[src/rtl/lane_remap_pkg.sv]
`timescale 1ns/1ps
package lane_remap_pkg;
  localparam int unsigned NUM_LANES = 4;
  localparam int unsigned LANE_W    = 32;
  localparam int unsigned BUS_W     = NUM_LANES * LANE_W;

  // position 0 is the earliest octet, in the most significant byte of the lane
  function automatic logic [7:0] lane_octet(input logic [BUS_W-1:0] bus,
                                            input int unsigned lane,
                                            input int unsigned pos);
    return bus[lane*LANE_W + LANE_W - 1 - pos*8 -: 8];
  endfunction
endpackage

[src/rtl/remap_frame_ctr.sv]
`timescale 1ns/1ps
module remap_frame_ctr #(
  parameter int unsigned STEPS = 4
) (
  input  logic       clk_i,
  input  logic       rst_ni,
  input  logic       adv_i,
  input  logic       aligned_i,
  output logic [1:0] step_o
);
  localparam logic [1:0] LAST = 2'(STEPS - 1);

  logic [1:0] step_q;

  always_ff @(posedge clk_i or negedge rst_ni) begin
    if (!rst_ni)         step_q <= 2'd0;
    else if (!aligned_i) step_q <= 2'd0;
    else if (adv_i)      step_q <= (step_q == LAST) ? 2'd0 : step_q + 2'd1;
  end

  assign step_o = step_q;


  ctr_unalign_clr_chk: assert property (@(posedge clk_i) disable iff (!rst_ni)
    !aligned_i |=> step_q == 2'd0);

  ctr_idle_hold_chk: assert property (@(posedge clk_i) disable iff (!rst_ni)
    aligned_i && !adv_i |=> $stable(step_q));

  ctr_range_chk: assert property (@(posedge clk_i) disable iff (!rst_ni)
    step_q <= LAST);

  ctr_wrap_chk: assert property (@(posedge clk_i) disable iff (!rst_ni)
    aligned_i && adv_i && step_q == LAST |=> step_q == 2'd0);
endmodule

[src/rtl/remap_lane_hold.sv]
`timescale 1ns/1ps
module remap_lane_hold #(
  parameter int unsigned W = 128
) (
  input  logic         clk_i,
  input  logic         rst_ni,
  input  logic         load_i,
  input  logic [W-1:0] data_i,
  output logic [W-1:0] data_o
);
  always_ff @(posedge clk_i or negedge rst_ni) begin
    if (!rst_ni)     data_o <= '0;
    else if (load_i) data_o <= data_i;
  end
endmodule

[src/rtl/remap_step_map.sv]
`timescale 1ns/1ps
module remap_step_map
  import lane_remap_pkg::*;
#(
  parameter int unsigned OCT_PER_FRAME = 1,
  localparam int unsigned STEP_W = 32 * OCT_PER_FRAME
) (
  input  logic [BUS_W-1:0]  lanes_i,
  input  logic [1:0]        step_i,
  output logic [STEP_W-1:0] word_o
);
  generate
    if (OCT_PER_FRAME == 1) begin : g_one
      // pair same-position octets of lanes 0/1 and 2/3, lower lane in upper byte
      always_comb begin
        word_o = {lane_octet(lanes_i, 2, int'(step_i)), lane_octet(lanes_i, 3, int'(step_i)),
                  lane_octet(lanes_i, 0, int'(step_i)), lane_octet(lanes_i, 1, int'(step_i))};
      end
    end else begin : g_two
      always_comb begin
        for (int l = 0; l < NUM_LANES; l++) begin
          word_o[16*l +: 16] = {lane_octet(lanes_i, l, 2*int'(step_i)),
                                lane_octet(lanes_i, l, 2*int'(step_i) + 1)};
        end
      end
    end
  endgenerate
endmodule

[src/rtl/lane_octet_remap.sv]
`timescale 1ns/1ps
module lane_octet_remap
  import lane_remap_pkg::*;
#(
  parameter int unsigned OCT_PER_FRAME = 1,
  parameter int unsigned FRAME_DIV     = 1,
  localparam int unsigned STEPS  = 4 / OCT_PER_FRAME,
  localparam int unsigned STEP_W = 32 * OCT_PER_FRAME,
  localparam int unsigned OUT_W  = STEP_W * FRAME_DIV
) (
  input  logic             clk_i,
  input  logic             rst_ni,
  input  logic [BUS_W-1:0] lane_data_i,
  input  logic             lane_valid_i,
  input  logic             lane_aligned_i,
  output logic [OUT_W-1:0] sample_o,
  output logic             sample_valid_o
);
  logic             accept;
  logic [OUT_W-1:0] next_word;

  assign accept = lane_valid_i && lane_aligned_i;

  generate
    if (FRAME_DIV == 1) begin : g_step
      logic [1:0]       step;
      logic [BUS_W-1:0] held;
      logic [BUS_W-1:0] src;

      remap_frame_ctr #(.STEPS(STEPS)) ctr_i (
        .clk_i    (clk_i),
        .rst_ni   (rst_ni),
        .adv_i    (lane_valid_i),
        .aligned_i(lane_aligned_i),
        .step_o   (step)
      );

      remap_lane_hold #(.W(BUS_W)) hold_i (
        .clk_i (clk_i),
        .rst_ni(rst_ni),
        .load_i(accept && step == 2'd0),
        .data_i(lane_data_i),
        .data_o(held)
      );

      // step 0 maps the live word; later steps map the captured copy
      assign src = (step == 2'd0) ? lane_data_i : held;

      remap_step_map #(.OCT_PER_FRAME(OCT_PER_FRAME)) map_i (
        .lanes_i(src),
        .step_i (step),
        .word_o (next_word)
      );
    end else begin : g_wide
      for (genvar s = 0; s < STEPS; s++) begin : g_slice
        remap_step_map #(.OCT_PER_FRAME(OCT_PER_FRAME)) map_i (
          .lanes_i(lane_data_i),
          .step_i (2'(s)),
          .word_o (next_word[s*STEP_W +: STEP_W])
        );
      end
    end
  endgenerate

  always_ff @(posedge clk_i or negedge rst_ni) begin
    if (!rst_ni) begin
      sample_o       <= '0;
      sample_valid_o <= 1'b0;
    end else begin
      sample_valid_o <= accept;
      if (accept) sample_o <= next_word;
    end
  end


  out_accept_chk: assert property (@(posedge clk_i) disable iff (!rst_ni)
    lane_valid_i && lane_aligned_i |=> sample_valid_o);

  out_quiet_chk: assert property (@(posedge clk_i) disable iff (!rst_ni)
    !lane_aligned_i |=> !sample_valid_o);

  out_hold_chk: assert property (@(posedge clk_i) disable iff (!rst_ni)
    !sample_valid_o |-> $stable(sample_o));
endmodule

[config.mk]
export PLATFORM = sky130hd
export DESIGN_NAME = lane_octet_remap
export DESIGN_NICKNAME = d
export VERILOG_FILES = /design/src/rtl/lane_remap_pkg.sv /design/src/rtl/remap_frame_ctr.sv /design/src/rtl/remap_lane_hold.sv /design/src/rtl/remap_step_map.sv /design/src/rtl/lane_octet_remap.sv
export SDC_FILE = /design/constraint.sdc
export NUM_CORES = 1
export LEC_CHECK = 0
export ABC_AREA = 1
export BUFFER_PORTS_ARGS = -buffer_cell sky130_fd_sc_hd__buf_4
export CORE_MARGIN = 1
export CORE_UTILIZATION = 40
export DETAILED_ROUTE_END_ITERATION = 8
export SLEW_MARGIN = 20
export SYNTH_ARGS = -nofsm -noshare
export SYNTH_HDL_FRONTEND = slang
export SYNTH_SLANG_ARGS = --single-unit
[constraint.sdc]
create_clock -name clk_i -period 2.3 [get_ports clk_i]
set_input_delay 0.345 -clock clk_i [delete_from_list [all_inputs] [get_ports clk_i]]
set_output_delay 0.345 -clock clk_i [all_outputs]
set_load 0.05 [all_outputs]
==> summary.md, run 1 <==
| Metric | Value |
|---|---|
| Worst Path Max Fanout | 78 |
| DR WL/cell | 13.7 µm |
| CTS tree | yes |
| Number of stages on the worst setup path | 9 |
| DR pass1 iterations | 5 |
| Clock skew | 10.0 ps |
| Starting Density | 0.410 |
| Setup CP Type | reg -> reg |
| Area of the core | 21900 µm² |
| Via density | about 4.7 |
| Most used DFF post-synth | dfrtp_1 |
| CTS sink count | roughly 160 |
| Tot GR Track Use | 0.214 |
| CP Capture Type | register |
| Cell Rows | 54 |
| Layout fillers | 2249 |
| Dpl hpwl | 14.3 mm |
| Post-Syn Area | 8970 µm² |
| Peak VDD IR | 482 µV |
| Multi-input gate area | 3610 µm² |
| Worst setup endpoint | sample_o[12] |
| Cell chain of the critical path | inv_2, ha_4, buf_12, buf_4, nand2_1, nand3_1, nand3_1, nand3_1, nand2_1 |
| Antenna Cells | 0 |
| PnR Total Power | 9480 µW |
| Port bufs | approximately 160 |
| Drt drc | 0 |
| Setup TNS | 0 ps |
| Final Hold Viols | 0 |
| Design Area, Final | 11000 µm² |
| Average cell area after synthesis | 6.84 µm² |
| I/O Pins | 165 |
| Fmax | 0.537 GHz |
| RD Place Congestion | 0.767 |
| Antenna Violating Nets Remaining | 0 |
| Hold Buf Count CTS | 1 |
| Startpoint types | register |
| Fraction of final layout cells sized beyond drive strength 1 | 0.158 |
| Slew HR | 0.292 |
| Cell taking the most area after synthesis | dfrtp_1 |
| Post-synthesis cell type count | 18 |
| Number of CTS-inserted buffers | 17 |
| Worst-Margin Slew | 1060 ps |
| Cell repeated most along the worst path | nand3_1 |
| Final Util | 0.505 |
| Clock latency on the worst-skew pair | 430 ps |
| RSZ-0062 raised after global routing | false |
| Congestion Overflow GR | 0 |
| Total Wirelength | 23.6 mm |
| Final setup fails | 0 |
| FF-to-FF End | sample_o[12] |
| Initial antenna violation count | 0 |
| Largest net degree at the start of global routing | 92 |
| Count leader, synth | nand2_1 |
| Nets | about 1600 |
| Crit share post-route | 0.809 |
| Die ar. | 23000 µm² |
| Post-synth EDFFs | 0 |
| Storage element area | 4080 µm² |
| CP startpoint | g_step.ctr_i.step_o[1] |
| Status | finished clean |
| R2r setup slk | between 400 and 500 ps |
| Synth-to-Final Area Change | 23.2% |
| Syn nets | around 1400 |
| Max incr delay on CP | 410 ps |
| Top cell type's share of synthesized area | 0.455 |
| R2R Path Start | g_step.ctr_i.step_o[1] |
| Slew Limit Fails | 0 |
| Critical Path AT | 2180 ps |
| Number of max-cap violations | 0 |
| Yosys warns | 0 |
| Die width | 152 µm |
| Top cells by instance count after synthesis | 445 x nand2_1, 225 x inv_1, 198 x nand3_1 |
| Global-route wire length before repair | 38.2 mm |
| Smallest hold slack | 182 ps |
| Clock-pin slew on the worst setup and hold paths | 70 ps |
| Tmin final | 1860 ps |
| Root Driver | clkbuf_16 |
| Die Ht | 152 µm |
| Worst Path Required | 2620 ps |
| Top cells by area, synth | dfrtp_1 45%, nand2_1 19%, nand3_1 11%, inv_1 9.4%, o21ai_1 6.8% |
| Worst r2r path cells | 9 |
| Seq/Total Area, Yosys | 0.455 |
| FFs w/ async S/R, synth | 1.00 |
| Vias | 8162 |
| Detailed Route Iter0 Violations | about 570 |
| FF+latch count, synth | 163 |
| Max Root-Sink Buffers | 2 |
| CP max-delay cell | dfrtp_2 |
| Cell count after synthesis | 1311 |
| Cts repair resizes | 0 |
| Tightest Hold Check Type | in -> reg |
| Power Density | 858 nW/µm² |
| Family with the most delay on the worst path | buffers and inverters |
| Vias in the first global route | 7423 |
| Post-CTS setup buffers | 0 |
| Buffers and inverters on the worst path | 3 |
| H-tree lvl count | 4 |
| Post-DP Area | 10400 µm² |
| Leak | 0.00617 µW |
-- worst register-to-register path, delay by kind of cell, from the launching register on --
family / cells / cell delay (ps)
flops: 1 / 410
fa+ha+maj: 1 / 140
simple gates: 5 / 440
buf+inv: 3 / 760
-- kinds of logic after synthesis --
family,Yosys count,share of synthesized area
and+or+nand+nor,704,0.325
buffers and inverters,312,0.145
DFF,163,0.455
AOI/OAI and AO/OA,130,0.0726
adders and majority gates,2,0.00279
-- sequential cells by signal, indices dropped and copies added, names as in the netlist --
signal and cells:
sample_o 32, g_step.hold_i.data_o 128, sample_valid_o 1, g_step.ctr_i.step_o 2
-- final cells by class --
cell class | count | share of cell area
clock buffer | 20 | 0.0423
clock inverter | 12 | 0.0129
multi-input combinational | 836 | 0.327
tap | 280 | 0.0317
sequential | 163 | 0.370
inverter | 229 | 0.0780
timing repair buffer | 188 | 0.139
-- worst min-delay path by stage --
stage                     slack, ps                        to            start  depth (start not counted)
after floorplan                  50    g_step.ctr_i.step_o[0]           rst_ni                          0
after global placement          290  g_step.hold_i.data_o[43]           rst_ni                          1
after detailed placement        290               sample_o[3]           rst_ni                          1
after CTS                       160  g_step.hold_i.data_o[50]  lane_data_i[50]                          3
after global routing            170  g_step.hold_i.data_o[91]  lane_data_i[91]                          3
final                           180  g_step.hold_i.data_o[50]  lane_data_i[50]                          3
-- metal layers --
metal	GRT usage	wire (µm)
met2	0.343	10800
met3	0.0350	1170
met5	0	0
met4	0.0619	289
met1	0.298	11400
-- per-stage QoR --
step                std cells  setup slack, ps
floorplan                1311              435
global placement         1695              427
detailed placement       1695              438
CTS                      1728              429
global route             1728              228
finish                   1728              439
-- power by group --
group	internal [µW]	switching, µW
sequential	3470	330
combinational	1000	1720
clock	1710	1250
total	6180	3310
-- layout by cell type, fill, tap and decap left out, types with 5 or more instances in the layout --
cell type and count:
buf_12 9, dfrtp_1 161, clkbuf_16 17, o21ai_0 9, nand3_1 198, buf_4 177
inv_6 5, nand2_1 445, inv_1 225, o21ai_1 121, nor2_1 53, or2_1 5
Note: power is estimated with default switching activity, not from simulation.
==> run 2: changes to the inputs <==
==> constraint.sdc (replaced) <==
create_clock -name clk_i -period 1.6 [get_ports clk_i]
set_input_delay 0.24 -clock clk_i [delete_from_list [all_inputs] [get_ports clk_i]]
set_output_delay 0.24 -clock clk_i [all_outputs]
set_load 0.05 [all_outputs]
==> summary.md, run 2 (same netlist as run 1, synthesis figures left out) <==
| Metric | Value |
|---|---|
| Slew HR | 0.624 (was 0.292) |
| Slew Limit Fails | 0 (unchanged) |
| Status | finished clean (unchanged) |
| Synth-to-Final Area Change | 31.5% (was 23.2%) |
| Critical Path AT | 1890 ps (was 2180 ps) |
| H-tree lvl count | 4 (unchanged) |
| R2R Path Start | g_step.ctr_i.step_o[1] (unchanged) |
| Design Area, Final | 11800 µm² (was 11000 µm²) |
| Fmax | 0.639 GHz (was 0.537 GHz) |
| Area of the core | 21900 µm² (unchanged) |
| Final setup fails | 0 (unchanged) |
| DR WL/cell | 14.3 µm (was 13.7 µm) |
| Die Ht | 152 µm (unchanged) |
| R2r setup slk | 30 ps (was 440 ps) |
| Setup TNS | 0 ps (unchanged) |
| Starting Density | 0.410 (unchanged) |
| DR pass1 iterations | 5 (unchanged) |
| Cell Rows | 54 (unchanged) |
| Most frequent cells in the layout | 445 x nand2_1, 225 x inv_1, 187 x buf_4 (was 445 x nand2_1, 225 x inv_1, 198 x nand3_1) |
| Startpoint types | register (unchanged) |
| Clock skew | 11.4 ps (was 10.0 ps) |
| RSZ-0062 raised after global routing | true (was false) |
| Largest Register | g_step.hold_i.data_o (unchanged) |
| Total Wirelength | 25.3 mm (was 23.6 mm) |
| Root Driver | clkbuf_16 (unchanged) |
| Vias in the first global route | 7664 (was 7423) |
| Detailed Route Iter0 Violations | 517 (was 568) |
| Nets | 1611 (was 1569) |
| CP startpoint | g_step.ctr_i.step_o[1] (unchanged) |
| Congestion Overflow GR | 0 (unchanged) |
| Peak VDD IR | 616 µV (was 482 µV) |
| Tightest Hold Check Type | in -> reg (unchanged) |
| I/O Pins | 165 (unchanged) |
| Initial antenna violation count | 0 (unchanged) |
| Setup ws final | 34.3 ps (was 439 ps) |
| Clock-pin slew on the worst setup and hold paths | 70 ps (about the same) |
| Drt drc | 0 (unchanged) |
| Antenna Cells | 0 (unchanged) |
| Post-DP Area | 10800 µm² (was 10400 µm²) |
| Dpl hpwl | 15.7 mm (was 14.3 mm) |
| Die ar. | 23000 µm² (unchanged) |
| Tot GR Track Use | 0.219 (was 0.214) |
| Smallest hold slack | 72.8 ps (was 182 ps) |
| Worst r2r path cells | 11 (was 9) |
| Worst setup endpoint | sample_o[1] (was sample_o[12]) |
| CTS tree | yes (unchanged) |
| Crit share post-route | 0.979 (was 0.809) |
| Final Hold Viols | 0 (unchanged) |
| Via density | 4.81 (was 4.72) |
| Vias | 8518 (was 8162) |
| Number of CTS-inserted buffers | 17 (unchanged) |
| Setup CP Type | reg -> reg (unchanged) |
| FF-to-FF End | sample_o[1] (was sample_o[12]) |
| CP Capture Type | register (unchanged) |
| Max Root-Sink Buffers | 2 (unchanged) |
| Tmin final | 1570 ps (was 1860 ps) |
| Leak | 0.00653 µW (was 0.00617 µW) |
| Worst-Margin Slew | 564 ps (was 1060 ps) |
| Number of max-cap violations | 0 (unchanged) |
| Pre-CTS setup slack | 35.7 ps (was 438 ps) |
| Clock latency on the worst-skew pair | 430 ps (about the same) |
| Global-route wire length before repair | 39.3 mm (was 38.2 mm) |
| Die width | 152 µm (unchanged) |
| CTS sink count | 163 (unchanged) |
| Commonest non-fill, non-tap cell in the layout | nand2_1 (unchanged) |
| Largest net degree at the start of global routing | 69 (was 92) |
| Worst Path Required | 1920 ps (was 2620 ps) |
| Antenna Violating Nets Remaining | 0 (unchanged) |
| Worst Path Max Fanout | 8 (was 78) |
| Power Density | 1170 nW/µm² (was 858 nW/µm²) |
| Number of flip-flops in the largest register | 128 (unchanged) |
| Port bufs | 164 (unchanged) |
| RD Place Congestion | 0.780 (was 0.767) |
| Fraction of final layout cells sized beyond drive strength 1 | 0.194 (was 0.158) |
## run 2: changes by cell type in the layout (fill, tap and decap cells not counted), moves of 3 or more
| cell | delta |
|---|---|
| buf_12 | +16 |
| nand3_1 | -13 |
| nand3_2 | +13 |
| buf_4 | +10 |
| clkbuf_16 | +7 |
| buf_6 | +6 |
| nor2_1 | -6 |
| clkinv_4 | +3 |
| nor2_2 | +3 |
| nor2_4 | +3 |
## run 2: critical path, cell delays in order, from the launching register on
cell	delay, ps
dfrtp_2	390
clkinv_4	60
ha_4	220
buf_12	140
buf_4	120
buf_6	130
nor2_1	100
nor2_1	50
nand2_1	70
nand3_1	60
nand3_1	90
nand2_1	50
## run 2: how the worst min path moves through the flow
stage	from	end	slack (ps)	cells past startpoint
global placement	rst_ni	g_step.hold_i.data_o[35]	180	1
finish	lane_data_i[77]	g_step.hold_i.data_o[77]	70	3
detailed placement	rst_ni	g_step.hold_i.data_o[41]	190	1
CTS	lane_data_i[77]	g_step.hold_i.data_o[77]	60	3
floorplan	rst_ni	g_step.ctr_i.step_o[0]	-60	0
global route	lane_data_i[83]	g_step.hold_i.data_o[83]	70	3
## run 2: where the power goes
part	total [µW]	internal, µW	switching, µW
combinational	4480	1830	2640
clock	3870	2120	1750
sequential	5480	4980	499
total	13800	8940	4890
## run 2: layout make-up
class / instances / area [µm²]
well taps: 280 / 350
flip-flops and latches: 163 / 4080
inverters: 229 / 871
fillers: 2124 / 10100
clock buffers: 22 / 474
clock inverters: 10 / 75.1
repair buffers: 229 / 2210
multi-input cells: 837 / 3720
## run 2: through the flow
| step | std cells | util | power, µW |
|---|---|---|---|
| 2_1_floorplan | 1311 | - | 8270 |
| 3_3_place_gp | 1715 | 0.492 | 9630 |
| 3_5_place_dp | 1715 | 0.492 | 9720 |
| 4_1_cts | 1748 | 0.518 | 13600 |
| 5_1_grt | 1770 | 0.538 | 14700 |
| 6_report | 1770 | 0.538 | 13800 |
## run 2: repair_timing
item / 4_1_cts / 5_1_grt
setup buffers: 0 / 12
endpoints found under the hold margin: 30 / 0
hold buffers: 1 / 0
setup endpoints to repair: 0 / 84
gates resized for setup: 0 / 31
## run 2: routing by layer
metal,vias up,wire length [µm],global-route usage
met2,239,11900,0.354
met3,23,1380,0.0371
met1,3928,11800,0.307
met4,0,231,0.0475
met5,-,0,0
li1,4328,-,-
